<file path="src/rtl/tick_match_timer.sv">
module tick_match_timer #(
  parameter int PRESCALE = 4,
  parameter int WIDTH    = 32,
  parameter int IRQS     = 8
) (
  input  logic             clk,
  input  logic             rst_n,
  input  logic             rev2_mode,
  input  logic             wr_en,
  input  logic [1:0]       wr_sel,
  input  logic [WIDTH-1:0] wr_data,
  input  logic [1:0]       rd_sel,
  output logic [WIDTH-1:0] rd_data,
  output logic [IRQS-1:0]  irq_lines,
  output logic             pend
);
  localparam int PW = (PRESCALE > 1) ? $clog2(PRESCALE) : 1;
  localparam int RW = (IRQS > 1) ? $clog2(IRQS) : 1;

  logic [WIDTH-1:0] count_q, compare_q;
  logic [PW-1:0]    pre_q;
  logic [RW-1:0]    route_q;
  logic             freeze_q, fired_q, pend_q;

  wire wr_cnt = wr_en && (wr_sel == 2'd0);
  wire wr_cmp = wr_en && (wr_sel == 2'd1);
  wire wr_ctl = wr_en && (wr_sel == 2'd2);

  wire             tick    = !freeze_q && (pre_q == PW'(PRESCALE - 1));
  wire [WIDTH-1:0] cnt_inc = count_q + 1'b1;
  wire             hit     = tick && !wr_cnt && (cnt_inc == compare_q);

  always_ff @(posedge clk) begin
    if (!rst_n) begin
      count_q   <= '0;
      compare_q <= '0;
      pre_q     <= '0;
      route_q   <= '0;
      freeze_q  <= 1'b0;
      fired_q   <= 1'b0;
      pend_q    <= 1'b0;
    end else begin
      if (wr_cnt) begin
        count_q <= wr_data;
        pre_q   <= '0;
      end else if (tick) begin
        count_q <= cnt_inc;
        pre_q   <= '0;
      end else if (!freeze_q) begin
        pre_q <= pre_q + 1'b1;
      end

      if (wr_cmp) compare_q <= wr_data;
      if (wr_ctl) {route_q, freeze_q} <= wr_data[RW:0];

      if (wr_cmp) begin
        fired_q <= 1'b0;
        pend_q  <= 1'b0;
      end else if (hit) begin
        fired_q <= 1'b1;
        if (rev2_mode) pend_q <= 1'b1;
      end
    end
  end

  assign irq_lines = fired_q ? (IRQS'(1) << route_q) : '0;
  assign pend      = pend_q;

  always_comb begin
    case (rd_sel)
      2'd0:    rd_data = count_q;
      2'd1:    rd_data = compare_q;
      2'd2:    rd_data = {{(WIDTH-RW-1){1'b0}}, route_q, freeze_q};
      default: rd_data = {{(WIDTH-1){1'b0}}, pend_q};
    endcase
  end
endmodule

</file>
<file path="config.mk">
export PLATFORM = sky130hd
export DESIGN_NAME = tick_match_timer
export DESIGN_NICKNAME = d
export VERILOG_FILES = /design/src/rtl/tick_match_timer.sv
export SDC_FILE = /design/constraint.sdc
export NUM_CORES = 1
export LEC_CHECK = 0
export CAP_MARGIN = 40
export CORE_MARGIN = 8
export CORE_UTILIZATION = 40
export DETAILED_ROUTE_END_ITERATION = 7
export PLACE_DENSITY_LB_ADDON = 0.1
export SYNTH_ARGS = -nofsm -noshare
export SYNTH_HDL_FRONTEND = slang
export SYNTH_SLANG_ARGS = --single-unit
</file>
<file path="constraint.sdc">
create_clock -name clk -period 4.5 [get_ports clk]
set_clock_uncertainty 0.1 [all_clocks]
set_input_delay 0.9 -clock clk [delete_from_list [all_inputs] [get_ports clk]]
set_output_delay 0.9 -clock clk [all_outputs]
set_load 0.005 [all_outputs]
</file>
# Word-level counts from Yosys, hierarchy flattened
# Cells that the tools add are included.
# Widths: inputs -> output; s select.
# totals
regBits,72
latch_bits,0
mem_bits_rw,0
rom_bits,0
in_bits,40
output_inout_bits,41
word_cells,35
memories,0
# classes
n_addsub,2
n_mul,0
n_div,0
order_cmp,0
eq_ne,6
shift,1
muxes,4
bitwise_logic,1
reduce_logical,14
# op_table
operator,n
$pmux 32 s3,1
$mux 32,2
$add 32x1->32 const B,1
$eq 32x32->1,1
$mux 8,1
$shl 1x3->8 const A,1
$eq 2x2->1 const B,3
$logic_and 1x1->1,6
$eq 2x1->1 const B,2
$logic_not 2->1,2
$reduce_or 3->1,1
$add 2x1->2 const B,1
$logic_not 1->1,2
$reduce_and 2->1,1
$reduce_bool 2->1,1
$reduce_or 2->1,1
$not 1->1,1

# Logic depth before layout (Yosys ltp)
# depth
ltp_word,6
depth_mapped,9
ltp_nobuf,8

# Worst setup path after synthesis
# Ideal clock, no wire load.
# synth_path
kind,input to output
start,in rd_sel[0]
end,out rd_data[0]
t_arrival_ps,1955
path_slack_ps,1545
path_stages,3
path_buffers,2
path_cell_list,clkbuf_1 buf_1 mux4_2
# synth_via
elab_chain_len,2
# synth_rtl
item,line,source
"start, declared",12,"input logic [1:0] rd_sel,"
"$eq 2x2->1, or another cell as far along",70,case (rd_sel)
$pmux 32 s3 (*),70,
"end, declared",13,"output logic [WIDTH-1:0] rd_data,"
# Mark *: on every way between the ends. The rest lies on a longest branch, timed or not.

# Worst setup path in the final report
# layout_path
start,in rd_sel[0]
end,out rd_data[20]
# The elaborated chain is that of the path after synthesis.

==> metrics.txt <==
# TYPE chip_impl_metric gauge
chip_impl_metric{name="synthXorXnorAreaFrac",unit="%"} 12.1
chip_impl_metric{name="fp.dieH",unit="µm"} 125
chip_impl_metric{name="sw_frac_of_total",unit="%"} 26.8
chip_impl_metric{name="grt.met1_usage",unit="%"} 21.7
chip_impl_info{name="synthMostInstantiatedCell",value="sky130_fd_sc_hd__nand2_1"} 1
chip_impl_info{name="critPathLaunchType",value="primary input"} 1
chip_impl_metric{name="instances_no_fill",unit=""} 827
chip_impl_metric{name="detailedPlace.worstSlack",unit="ps"} 925
chip_impl_metric{name="multiplexer_fraction_of_the_synthesized_cell_area",unit="%"} 8.48
chip_impl_metric{name="globalRouteOverflowTotal",unit=""} 0
chip_impl_metric{name="synth_sequential_area_ratio",unit="%"} 30.3
chip_impl_metric{name="post-synth-top-area-fraction",unit="%"} 30.3
chip_impl_metric{name="port_buffers",unit=""} 80
chip_impl_metric{name="leakagePower",unit="nW"} 2.14
chip_impl_metric{name="tightest_slew",unit="ps"} 801
chip_impl_metric{name="register_bit_total_from_synthesis",unit=""} 72
chip_impl_metric{name="use_met3",unit="%"} 3.78
chip_impl_metric{name="vias_per_cell",unit=""} 5.43
chip_impl_info{name="hold_class",value="register to register"} 1
chip_impl_metric{name="drt-total-wl",unit="µm"} 13600
chip_impl_metric{name="share_clk_of_total_power",unit="%"} 41.7
chip_impl_metric{name="vdd_drop_max",unit="V"} 0.000200
chip_impl_info{name="min_to",value="pend"} 1
chip_impl_metric{name="fin_crit",unit="ps"} 3570
chip_impl_metric{name="fin_nets",unit=""} 717
chip_impl_metric{name="async_flop_share",unit="%"} 0
chip_impl_metric{name="worst-r2r-cell-count",unit=""} 8
chip_impl_metric{name="synth-edff-count",unit=""} 0
chip_impl_metric{name="drc_errors",unit=""} 0
chip_impl_info{name="cts_root_buffer",value="sky130_fd_sc_hd__clkbuf_16"} 1
chip_impl_metric{name="yosys_warnings",unit=""} 0
chip_impl_info{name="crit_path_end_kind",value="output port"} 1
chip_impl_info{name="synthTopCellsByCount",value="sky130_fd_sc_hd__nand2_1, sky130_fd_sc_hd__nor2_1, sky130_fd_sc_hd__dfxtp_1"} 1
chip_impl_metric{name="report.final.setup_viol",unit=""} 0
chip_impl_metric{name="finalHoldViolations",unit=""} 0
chip_impl_info{name="regToRegStartpoint",value="count_q[0]"} 1
chip_impl_metric{name="cts_buffer_depth",unit=""} 2
chip_impl_metric{name="placeableCoreArea",unit="µm²"} 11800
chip_impl_metric{name="cts.repair_timing.setup_buffer_count",unit=""} 0
chip_impl_metric{name="cts.htree.levels",unit=""} 3
chip_impl_metric{name="antenna_violations_before_repair",unit=""} 0
chip_impl_info{name="timing_worst_setup_path_type",value="primary input to output port"} 1
chip_impl_metric{name="internal-power",unit="mW"} 1.21
chip_impl_metric{name="initial_utilization",unit="%"} 40.3
chip_impl_metric{name="fp.dieArea",unit="µm²"} 15700
chip_impl_metric{name="quantity_of_gates_resized_following_cts",unit=""} 0
chip_impl_metric{name="mappedNetlistNets",unit=""} 666
chip_impl_metric{name="p_seq_share",unit="%"} 43.3
chip_impl_metric{name="max_freq",unit="GHz"} 0.280
chip_impl_metric{name="cp.required",unit="ps"} 3500
chip_impl_info{name="netlist_top_cells_area",value="sky130_fd_sc_hd__dfxtp_1, sky130_fd_sc_hd__nand2_1, sky130_fd_sc_hd__mux2i_1"} 1
chip_impl_metric{name="timing.final.max_slew_violations",unit=""} 0
chip_impl_metric{name="n_antenna_cell",unit=""} 0
chip_impl_info{name="holdCritStartpoint",value="pend"} 1
chip_impl_metric{name="drive_above_1_share",unit="%"} 6.47
chip_impl_metric{name="cell_total_after_placement",unit=""} 811
chip_impl_info{name="rsz0062_at_grt",value="no"} 1
chip_impl_metric{name="synth-simple-area-share",unit="%"} 29.1
chip_impl_metric{name="synth_compound_gate_area_share",unit="%"} 14.9
chip_impl_metric{name="finalWeightedCongestion",unit=""} 0.841
chip_impl_metric{name="syn_to_final_growth",unit="%"} 24.2
chip_impl_metric{name="worstPathArrival",unit="ps"} 2570
chip_impl_metric{name="die_width",unit="µm"} 125
chip_impl_metric{name="use_met2",unit="%"} 29.2
chip_impl_metric{name="dpl_cell_area",unit="µm²"} 5630
chip_impl_metric{name="place_hpwl",unit="µm"} 9770
chip_impl_metric{name="ctsHoldBuffers",unit=""} 0
chip_impl_info{name="top_usage_layer",value="met2"} 1
chip_impl_metric{name="synth_cell_types",unit=""} 59
chip_impl_metric{name="worst-path-max-fanout",unit=""} 25
chip_impl_metric{name="route.vias.total",unit=""} 4487
chip_impl_metric{name="detail_route.first_pass.iterations",unit=""} 4
chip_impl_metric{name="p_switching",unit="µW"} 443
chip_impl_info{name="critical_path.reg2reg.endpoint",value="pend"} 1
chip_impl_metric{name="yosys.area_share.adder",unit="%"} 0.525
chip_impl_metric{name="grt_first_pass_wirelength",unit="µm"} 22600
chip_impl_metric{name="r2r_setup_slack",unit="ps"} 1640
chip_impl_info{name="main_combinational_cell_family_by_area_after_synthesis",value="simple AND/OR/NAND/NOR gates"} 1
chip_impl_metric{name="mappedNetlistArea",unit="µm²"} 4760
chip_impl_metric{name="hold_slack",unit="ps"} 381
chip_impl_info{name="status",value="finished clean"} 1
chip_impl_metric{name="cap_viol_max_count",unit=""} 0
chip_impl_info{name="synthFlopType",value="sky130_fd_sc_hd__dfxtp_1"} 1
chip_impl_metric{name="maximum_number_of_pins_on_one_net_before_global_route_repair",unit=""} 66
chip_impl_metric{name="io_pins",unit=""} 81
chip_impl_metric{name="p_per_area",unit="nW/µm²"} 279
chip_impl_metric{name="cts_made_buffers",unit=""} 9
chip_impl_metric{name="placementRows",unit=""} 40
chip_impl_metric{name="drt_iter0_markers",unit=""} 246
chip_impl_metric{name="postRouteAntennaNets",unit=""} 0
chip_impl_info{name="synth_area_leader_cell",value="sky130_fd_sc_hd__dfxtp_1"} 1
chip_impl_metric{name="grt_pass1_vias",unit=""} 4458
chip_impl_metric{name="synth.avg_cell_area",unit="µm²"} 7.64
chip_impl_metric{name="syn-instance-count",unit=""} 624
chip_impl_metric{name="slew_headroom",unit="%"} 46.6
chip_impl_metric{name="holdPathStages",unit=""} 2
chip_impl_metric{name="cts.reportedPaths.clkPinSlew",unit="ps"} 60
chip_impl_metric{name="setup-tns-final",unit="ps"} 0
chip_impl_metric{name="final_critical_path_setup_slack",unit="ps"} 934
chip_impl_metric{name="gr-usage-all-layers",unit="%"} 17.2
chip_impl_metric{name="post-route-period-util",unit="%"} 79.3
chip_impl_metric{name="routedWlPerCell",unit="µm"} 16.5
chip_impl_metric{name="comb_power_share",unit="%"} 15.0
chip_impl_info{name="tritoncts",value="done"} 1
chip_impl_metric{name="worst_skew_pair.late_latency",unit="ps"} 330
chip_impl_metric{name="numClockSinks",unit=""} 72
chip_impl_metric{name="final_cell_area",unit="µm²"} 5920
sequential cells by signal (all words and copies together) (netlist names):
name       cells
compare_q     32
count_q       32
route_q        3
pre_q          2
fired_q        1
freeze_q       1
pend           1
stage by stage:
stage | total power, mW | utilization, %
after floorplan | 0.873 | -
after global placement | 0.970 | 47.5
after detailed placement | 0.976 | 47.7
after CTS | 1.66 | 50.1
after global routing | 1.72 | 50.1
final | 1.65 | 50.1
metal layers:
metal | part of all wire, % | wire (µm)
met1 | 48 | 6520
met3 | 3.9 | 533
met4 | 1.0 | 140
met5 | 0 | 0
met2 | 47 | 6450
cell type report:
class | count | area [µm²]
tap | 147 | 184
fill | 1179 | 5900
inverter | 5 | 18.8
clock buffer | 13 | 270
timing repair buffer | 90 | 883
sequential | 72 | 1440
clock inverter | 3 | 15.0
multi-input combinational | 497 | 3100
power by group through the flow:
stage,clock [mW],sequential [mW],combinational [mW]
6_report,0.689,0.714,0.248
5_1_grt,0.732,0.720,0.272
4_1_cts,0.700,0.714,0.250
3_5_place_dp,0,0.728,0.248
3_3_place_gp,0,0.727,0.242
2_1_floorplan,0,0.700,0.172
worst max-delay path: stages:
cell                              delay [ps]
sky130_fd_sc_hd__buf_2                   610
sky130_fd_sc_hd__buf_4                   310
sky130_fd_sc_hd__mux2i_1                 210
sky130_fd_sc_hd__nor2_1                   60
sky130_fd_sc_hd__clkdlybuf4s50_1         460
cell families after synthesis:
kind of cell / Yosys count
AOI/OAI and AO/OA: 110
xor gates and xnor gates: 64
adders and majority gates: 2
buffers and inverters: 55
DFF: 72
muxes: 39
and+or+nand+nor: 282
layout by cell type, fill, tap and decap left out, drive strengths merged, types with 2 or more instances in the layout:
cell type / netlist / final
nor4: 9 / 9
clkinv: 0 / 3
clkdlybuf4s50: 0 / 79
nor2: 83 / 83
o211a: 2 / 2
and3: 4 / 4
nand2b: 7 / 7
and4: 3 / 3
xor2: 31 / 31
a21boi: 3 / 3
nor2b: 5 / 5
nor3b: 2 / 2
clkbuf: 34 / 13
nor3: 15 / 15
o22ai: 2 / 2
dfxtp: 72 / 72
a211oi: 26 / 26
nand3: 19 / 19
or3: 13 / 13
a311oi: 11 / 11
nand2: 100 / 100
a21oi: 37 / 37
inv: 5 / 5
o211ai: 4 / 4
a31oi: 2 / 2
ha: 2 / 2
buf: 16 / 11
xnor2: 32 / 32
nand4: 11 / 11
o21ai: 17 / 17
or4: 3 / 3
nand3b: 2 / 2
mux2i: 37 / 37
how the worst max path moves through the flow:
stage                        to  cells past startpoint      start  slack, ps
global route        rd_data[18]                      5  rd_sel[0]        800
detailed placement   rd_data[0]                      4  rd_sel[1]        930
floorplan            rd_data[0]                      3  rd_sel[0]       1550
finish              rd_data[20]                      5  rd_sel[0]        930
global placement     rd_data[0]                      4  rd_sel[1]        930
CTS                 rd_data[20]                      5  rd_sel[0]        930
(Power assumes the default switching activity.)
